`src/rtl/fault_irq_pkg.sv`:
```
package fault_irq_pkg;
  localparam int NV = 4;
  localparam int NT = 3;
  localparam int NS = NV + NT;
  localparam int AW = 8;
  localparam int DW = 8;
  localparam int QW = 2;
  localparam int QMAX = (1 << QW) - 1;
  localparam int CW = QMAX + 2;
  localparam logic [AW-1:0] ADDR_EXC = 8'h31;
  localparam logic [AW-1:0] ADDR_EN  = 8'h33;
  localparam logic [AW-1:0] ADDR_STS = 8'h34;
endpackage

```
`src/rtl/volt_qual.sv`:
```
module volt_qual #(
  parameter int QW = 2,
  parameter int CW = 5
) (
  input  logic          clk_i,
  input  logic          rst_ni,
  input  logic          sample_i,
  input  logic          out_i,
  input  logic [QW-1:0] qsel_i,
  output logic          set_o
);
  logic [CW-1:0] cnt_q;
  logic [CW-1:0] need;
  logic          fired_q;

  assign need  = CW'(1) << qsel_i;
  assign set_o = sample_i & out_i & ~fired_q & ((cnt_q + 1'b1) >= need);

  always_ff @(posedge clk_i or negedge rst_ni) begin
    if (!rst_ni) begin
      cnt_q   <= '0;
      fired_q <= 1'b0;
    end else if (sample_i) begin
      if (!out_i) begin
        cnt_q   <= '0;
        fired_q <= 1'b0;
      end else if (!fired_q) begin
        if (set_o) begin
          cnt_q   <= '0;
          fired_q <= 1'b1;
        end else begin
          cnt_q <= cnt_q + 1'b1;
        end
      end
    end
  end

  AST_ONE_PER_EXCURSION: assert property (@(posedge clk_i) disable iff (!rst_ni)
    set_o |=> !set_o) else $error("second set inside one excursion");

  AST_IN_RANGE_NO_SET: assert property (@(posedge clk_i) disable iff (!rst_ni)
    (sample_i && !out_i) |=> !(sample_i && out_i && qsel_i != '0 && set_o))
    else $error("set right after in-range sample with run > 1");
endmodule

```
`src/rtl/temp_edge.sv`:
```
module temp_edge (
  input  logic clk_i,
  input  logic rst_ni,
  input  logic sample_i,
  input  logic hi_i,
  input  logic hyst_i,
  output logic set_o
);
  logic hi_q, hyst_q;

  assign set_o = sample_i & ((hi_i & ~hi_q) | (hyst_i & ~hyst_q));

  always_ff @(posedge clk_i or negedge rst_ni) begin
    if (!rst_ni) begin
      hi_q   <= 1'b0;
      hyst_q <= 1'b0;
    end else if (sample_i) begin
      hi_q   <= hi_i;
      hyst_q <= hyst_i;
    end
  end

  AST_HELD_HI_NO_SET: assert property (@(posedge clk_i) disable iff (!rst_ni)
    (sample_i && hi_i && !hyst_i) |=> !(sample_i && hi_i && !hyst_i && set_o))
    else $error("held high condition set again");
endmodule

```
`src/rtl/fault_regs.sv`:
```
module fault_regs
  import fault_irq_pkg::*;
(
  input  logic          clk_i,
  input  logic          rst_ni,
  input  logic [NS-1:0] set_i,
  input  logic [NV-1:0] exc_i,
  input  logic [AW-1:0] addr_i,
  input  logic          wr_i,
  input  logic [DW-1:0] wdata_i,
  output logic [DW-1:0] rdata_o,
  output logic [NS-1:0] en_o,
  output logic [NS-1:0] sts_o
);
  logic [NS-1:0] en_q, sts_q, clr;
  logic          wr_sts, wr_en;
  logic          unused_wbits;

  assign wr_sts       = wr_i && (addr_i == ADDR_STS);
  assign wr_en        = wr_i && (addr_i == ADDR_EN);
  assign clr          = wr_sts ? wdata_i[NS-1:0] : '0;
  assign unused_wbits = ^wdata_i[DW-1:NS];

  always_ff @(posedge clk_i or negedge rst_ni) begin
    if (!rst_ni) begin
      en_q  <= '0;
      sts_q <= '0;
    end else begin
      if (wr_en) en_q <= wdata_i[NS-1:0];
      sts_q <= (sts_q & ~clr) | set_i;
    end
  end

  always_comb begin
    rdata_o = '0;
    unique case (addr_i)
      ADDR_EXC: rdata_o[NV-1:0] = exc_i;
      ADDR_EN: begin
        rdata_o[NS-1:0] = en_q;
        rdata_o[DW-1]   = 1'b1;
      end
      ADDR_STS: rdata_o[NS-1:0] = sts_q;
      default: rdata_o = '0;
    endcase
  end

  assign en_o  = en_q;
  assign sts_o = sts_q;

  AST_SET_WINS: assert property (@(posedge clk_i) disable iff (!rst_ni)
    (|set_i) |=> ((sts_q & $past(set_i)) == $past(set_i)))
    else $error("set event lost");

  AST_W1C_CLEARS: assert property (@(posedge clk_i) disable iff (!rst_ni)
    wr_sts |=> ((sts_q & $past(wdata_i[NS-1:0] & ~set_i)) == '0))
    else $error("write-1 did not clear");

  AST_ZERO_KEEPS: assert property (@(posedge clk_i) disable iff (!rst_ni)
    wr_sts |=> ((sts_q & $past(sts_q & ~wdata_i[NS-1:0])) == $past(sts_q & ~wdata_i[NS-1:0])))
    else $error("write-0 changed status");

  AST_STICKY: assert property (@(posedge clk_i) disable iff (!rst_ni)
    !wr_sts |=> ((sts_q & $past(sts_q)) == $past(sts_q)))
    else $error("status fell without clear");
endmodule

```
`src/rtl/fault_irq_ctrl.sv`:
```
module fault_irq_ctrl
  import fault_irq_pkg::*;
(
  input  logic          clk_i,
  input  logic          rst_ni,
  input  logic          sample_i,
  input  logic [NV-1:0] volt_hi_i,
  input  logic [NV-1:0] volt_lo_i,
  input  logic [NT-1:0] temp_hi_i,
  input  logic [NT-1:0] temp_hyst_i,
  input  logic [QW-1:0] qsel_i,
  input  logic [AW-1:0] addr_i,
  input  logic          wr_i,
  input  logic [DW-1:0] wdata_i,
  output logic [DW-1:0] rdata_o,
  output logic          smi_no
);
  logic [NS-1:0] set_vec, en, sts;
  logic [NV-1:0] exc_q;

  for (genvar v = 0; v < NV; v++) begin : g_volt
    volt_qual #(.QW(QW), .CW(CW)) u_qual (
      .clk_i    (clk_i),
      .rst_ni   (rst_ni),
      .sample_i (sample_i),
      .out_i    (volt_hi_i[v] | volt_lo_i[v]),
      .qsel_i   (qsel_i),
      .set_o    (set_vec[v])
    );
  end

  for (genvar t = 0; t < NT; t++) begin : g_temp
    temp_edge u_edge (
      .clk_i    (clk_i),
      .rst_ni   (rst_ni),
      .sample_i (sample_i),
      .hi_i     (temp_hi_i[t]),
      .hyst_i   (temp_hyst_i[t]),
      .set_o    (set_vec[NV+t])
    );
  end

  always_ff @(posedge clk_i or negedge rst_ni) begin
    if (!rst_ni)       exc_q <= '0;
    else if (sample_i) exc_q <= volt_hi_i | volt_lo_i;
  end

  fault_regs u_regs (
    .clk_i   (clk_i),
    .rst_ni  (rst_ni),
    .set_i   (set_vec),
    .exc_i   (exc_q),
    .addr_i  (addr_i),
    .wr_i    (wr_i),
    .wdata_i (wdata_i),
    .rdata_o (rdata_o),
    .en_o    (en),
    .sts_o   (sts)
  );

  assign smi_no = ~|(sts & en);

  AST_EXC_TRACKS: assert property (@(posedge clk_i) disable iff (!rst_ni)
    sample_i |=> (exc_q == $past(volt_hi_i | volt_lo_i)))
    else $error("exceed flag not loaded");

  AST_SMI_RELEASE: assert property (@(posedge clk_i) disable iff (!rst_ni)
    (wr_i && addr_i == ADDR_EN && wdata_i[NS-1:0] == '0) |=> smi_no)
    else $error("interrupt low with all enables off");
endmodule

```
`config.mk`:
```
export PLATFORM = sky130hd
export DESIGN_NAME = fault_irq_ctrl
export DESIGN_NICKNAME = d
export VERILOG_FILES = /design/src/rtl/fault_irq_pkg.sv /design/src/rtl/volt_qual.sv /design/src/rtl/temp_edge.sv /design/src/rtl/fault_regs.sv /design/src/rtl/fault_irq_ctrl.sv
export SDC_FILE = /design/constraint.sdc
export NUM_CORES = 1
export LEC_CHECK = 0
export ABC_AREA = 1
export BUFFER_PORTS_ARGS = -buffer_cell sky130_fd_sc_hd__buf_2
export CAP_MARGIN = 20
export CORE_MARGIN = 3
export CORE_UTILIZATION = 55
export DETAILED_ROUTE_END_ITERATION = 6
export PLACE_DENSITY_LB_ADDON = 0.08
export SLEW_MARGIN = 10
export SYNTH_ARGS = -nofsm -noshare
export SYNTH_HDL_FRONTEND = slang
export SYNTH_SLANG_ARGS = --single-unit
```
`constraint.sdc`:
```
create_clock -name clk_i -period 1.9 [get_ports clk_i]
set_clock_uncertainty 0.05 [all_clocks]
set_input_delay 0.095 -clock clk_i [delete_from_list [all_inputs] [get_ports clk_i]]
set_output_delay 0.095 -clock clk_i [all_outputs]
set_load 0.05 [all_outputs]
```
==> impl_metrics.csv <==
group,metric,value,unit
run_status,outcome,"finished, violations left",
run_status,violations,"negative hold slack",
clock_tree,clock_latency,300,ps
routing,antenna_left,0,
finish,drive_above_1_share,17.5,%
hold_path,min_from,"wdata_i[1]",
timing,maxSlewViolCount,0,
power_and_ir_drop,power.share.clock,20.9,%
routing,post_drt_wl_per_cell,12.6,um
worst_setup_path,path_max_fanout,6,
synth,synth_edf_count,0,
synth,yosysWarnings,0,
job,drv_cap,0,
routing,drt_wl_total,6100,um
clock_tree,cts_htree_levels,2,
timing,hold_viol,1,
global_routing,grt_max_degree,49,
power_and_ir_drop,p_sw,1.16,mW
hold_path,min_path_type,"primary input to register",
timing,finalCritPeriodShare,93.1,%
synth,syn_avg_cell_area,7.86,um^2
synth,syn_area,0.00284,mm^2
power_and_ir_drop,power,3.04,mW
place,gp_congestion,0.847,
floorplan,die_w,77.8,um
floorplan,die_area,0.00606,mm^2
clock_tree,numClockSinks,48,
finish,fin_util,68.5,%
clock_tree,numCtsBuffers,5,
global_routing,antenna_found_initial,0,
timing,worstMarginPinSlew,618,ps
timing,fin_crit,1770,ps
synth,yosysMostFrequentCell,"nand2_1",
synth,synth_cells,361,
synth,yosysUniqueCellTypes,29,
worst_setup_path,required,2040,ps
global_routing,grt_pass1_vias,2423,
timing,tns,0,ps
worst_setup_path,cp-start-kind,"register",
floorplan,num_rows,25,
global_routing,grt_overflow,0,
routing,post-route-drc-count,0,
routing,vias_per_cell,5.13,
synth,ys_ff_latch,48,
synth,synth_area_leaders,"dfrtp_1 42%, nand2_1 17%, ha_1 8.8%",
clock_tree,clkSlewWorstSetupHoldPaths,90,ps
worst_setup_path,timing.rr.start,"g_volt[0].u_qual.cnt_q[0]",
finish,diodes,0,
floorplan,ioPinCount,45,
power_and_ir_drop,peakVddDrop,0.000537,V
timing,finalSetupViolations,0,
power_and_ir_drop,switching_share,38.2,%
global_routing,grt_usage,21.8,%
routing,drt_iter0_drc,147,
place,port_buffers,43,
routing,route.vias.total,2485,
floorplan,core,0.00485,mm^2
clock_tree,cts_tree,"done",
power_and_ir_drop,p_int,1.88,mW
power_and_ir_drop,p_per_area,913,mW/mm^2
worst_setup_path,crit_type,"register to register",
synth,synthFlopType,"dfrtp_1",
worst_setup_path,cp-startpoint,"g_volt[0].u_qual.cnt_q[0]",
worst_setup_path,arrival,1910,ps
floorplan,die_h,77.8,um
synth,synth-async-reset-ratio,100,%
place,dp_hpwl,4240,um
finish,instances_no_fill,484,
timing,max_freq,565,MHz
power_and_ir_drop,p_leak,1.81,nW
finish,syn_to_final_growth,17.2,%
worst_setup_path,crit_path_end_kind,"register",
synth,synth_top_area_share,42.3,%
power_and_ir_drop,combPwrFrac,35.0,%
clock_tree,cts_root_buffer,"clkbuf_8",
timing,whs,-4.87,ps
timing,relSlewSlack,58.8,%
power_and_ir_drop,p_seq_share,44.1,%
routing,drt_pass1_iterations,4,
place,dp_cells,468,
synth,yosysSeqAreaShare,42.3,%
clock_tree,ctsLongestPathBuffers,2,
global_routing,grt_pass1_wl,10600,um
finish,finalNetCount,473,
synth,yosys.area.top_type,"dfrtp_1",
synth,synthTopCellsByCount,"131 x nand2_1, 48 x dfrtp_1, 45 x inv_1",
worst_setup_path,r2r_slack,130,ps
floorplan,start_util,58.5,%
synth,synthesis.nets,417,
## through the flow
stage	hold WS (ps)	worst slack [ps]	cell area, um^2
6_report	-4.87	131	3320
5_1_grt	7.54	-2.91	3320
4_1_cts	2.55	102	3300
3_5_place_dp	192	112	3120
3_3_place_gp	187	137	3120
2_1_floorplan	-251	3.61	2840
## flip-flops by register name, summed over array words and instances, names as in the netlist
signal and count:
g_volt.u_qual.cnt_q 20, u_regs.en_o 7, u_regs.sts_o 7, exc_q 4
g_volt.u_qual.fired_q 4, g_temp.u_edge.hi_q 3, g_temp.u_edge.hyst_q 3
## worst max-delay path, stage by stage (launching register included)
cell and delay, ps:
dfrtp_1 430, ha_1 340, ha_1 280, nand2_1 80, nand2_1 60, nand2_1 50, nand2_1 40, nand2_1 140
nand2_1 70, nand2_1 70, nand2_1 50
## cell families (layout without fill, tap and decap cells)
group           count (synthesis)  in the layout  share of synthesized area (%)
simple gates                  199            199                           31.7
fa+ha+maj                      20             20                           8.82
compound gates                 35             35                           7.59
xor+xnor                        8              8                           2.47
flops                          48             48                           42.3
buf+inv                        51            107                           7.06
## final timing paths
check	depth (start not counted)	end
worst min-delay path	3	u_regs.en_o[1]
worst min register to register	2	g_temp[2].u_edge.hyst_q
worst max register to register	10	u_regs.sts_o[0]
worst max-delay path	10	u_regs.sts_o[0]
min in group asynchronous	3	g_volt[3].u_qual.cnt_q[4]
max in group asynchronous	3	g_volt[1].u_qual.cnt_q[0]
## placed cells by master, fill, tap and decap left out, types with 4 or more instances in the layout
cell type	n
dlygate4sd3_1	9
nand3_1	21
a21oi_1	8
buf_2	43
nor2_1	12
dfrtp_1	48
clkbuf_8	6
nand4_1	22
ha_1	20
o21ai_0	7
inv_1	45
xnor2_1	4
nand2_1	128
o21ai_1	7
nand2_2	5
o21ai_2	7
or2_1	4
## cell type report
class                      count  area (um^2)
fill                         408         1530
clock buffer                   6         82.6
tap                           67         83.8
multi-input combinational    262         1460
inverter                      47          176
sequential                    48         1200
timing repair buffer          53          313
clock inverter                 1         8.76
## power groups by stage
stage | logic [mW] | clock network [mW] | registers [mW]
after floorplan | 0.782 | 0 | 1.32
after global placement | 0.980 | 0 | 1.35
after detailed placement | 1.02 | 0 | 1.35
after CTS | 1.04 | 0.651 | 1.34
after global routing | 1.26 | 0.692 | 1.37
final | 1.06 | 0.633 | 1.34
## per-layer routing
layer / wire, um / GRT usage, % / up-vias
met5: 0 / 0 / -
met1: 2710 / 27.4 / 1146
met4: 59 / 6.05 / 0
met3: 304 / 3.71 / 5
li1: - / - / 1281
met2: 3020 / 38.4 / 53
## timing repair
action                     CTS  global route
hold endpoints to repair    56             0
setup buffers                0             0
hold buffers                 9             0
resized for setup            0             5
setup endpoints to repair    0             7
Note: power is estimated with default switching activity, not from simulation.
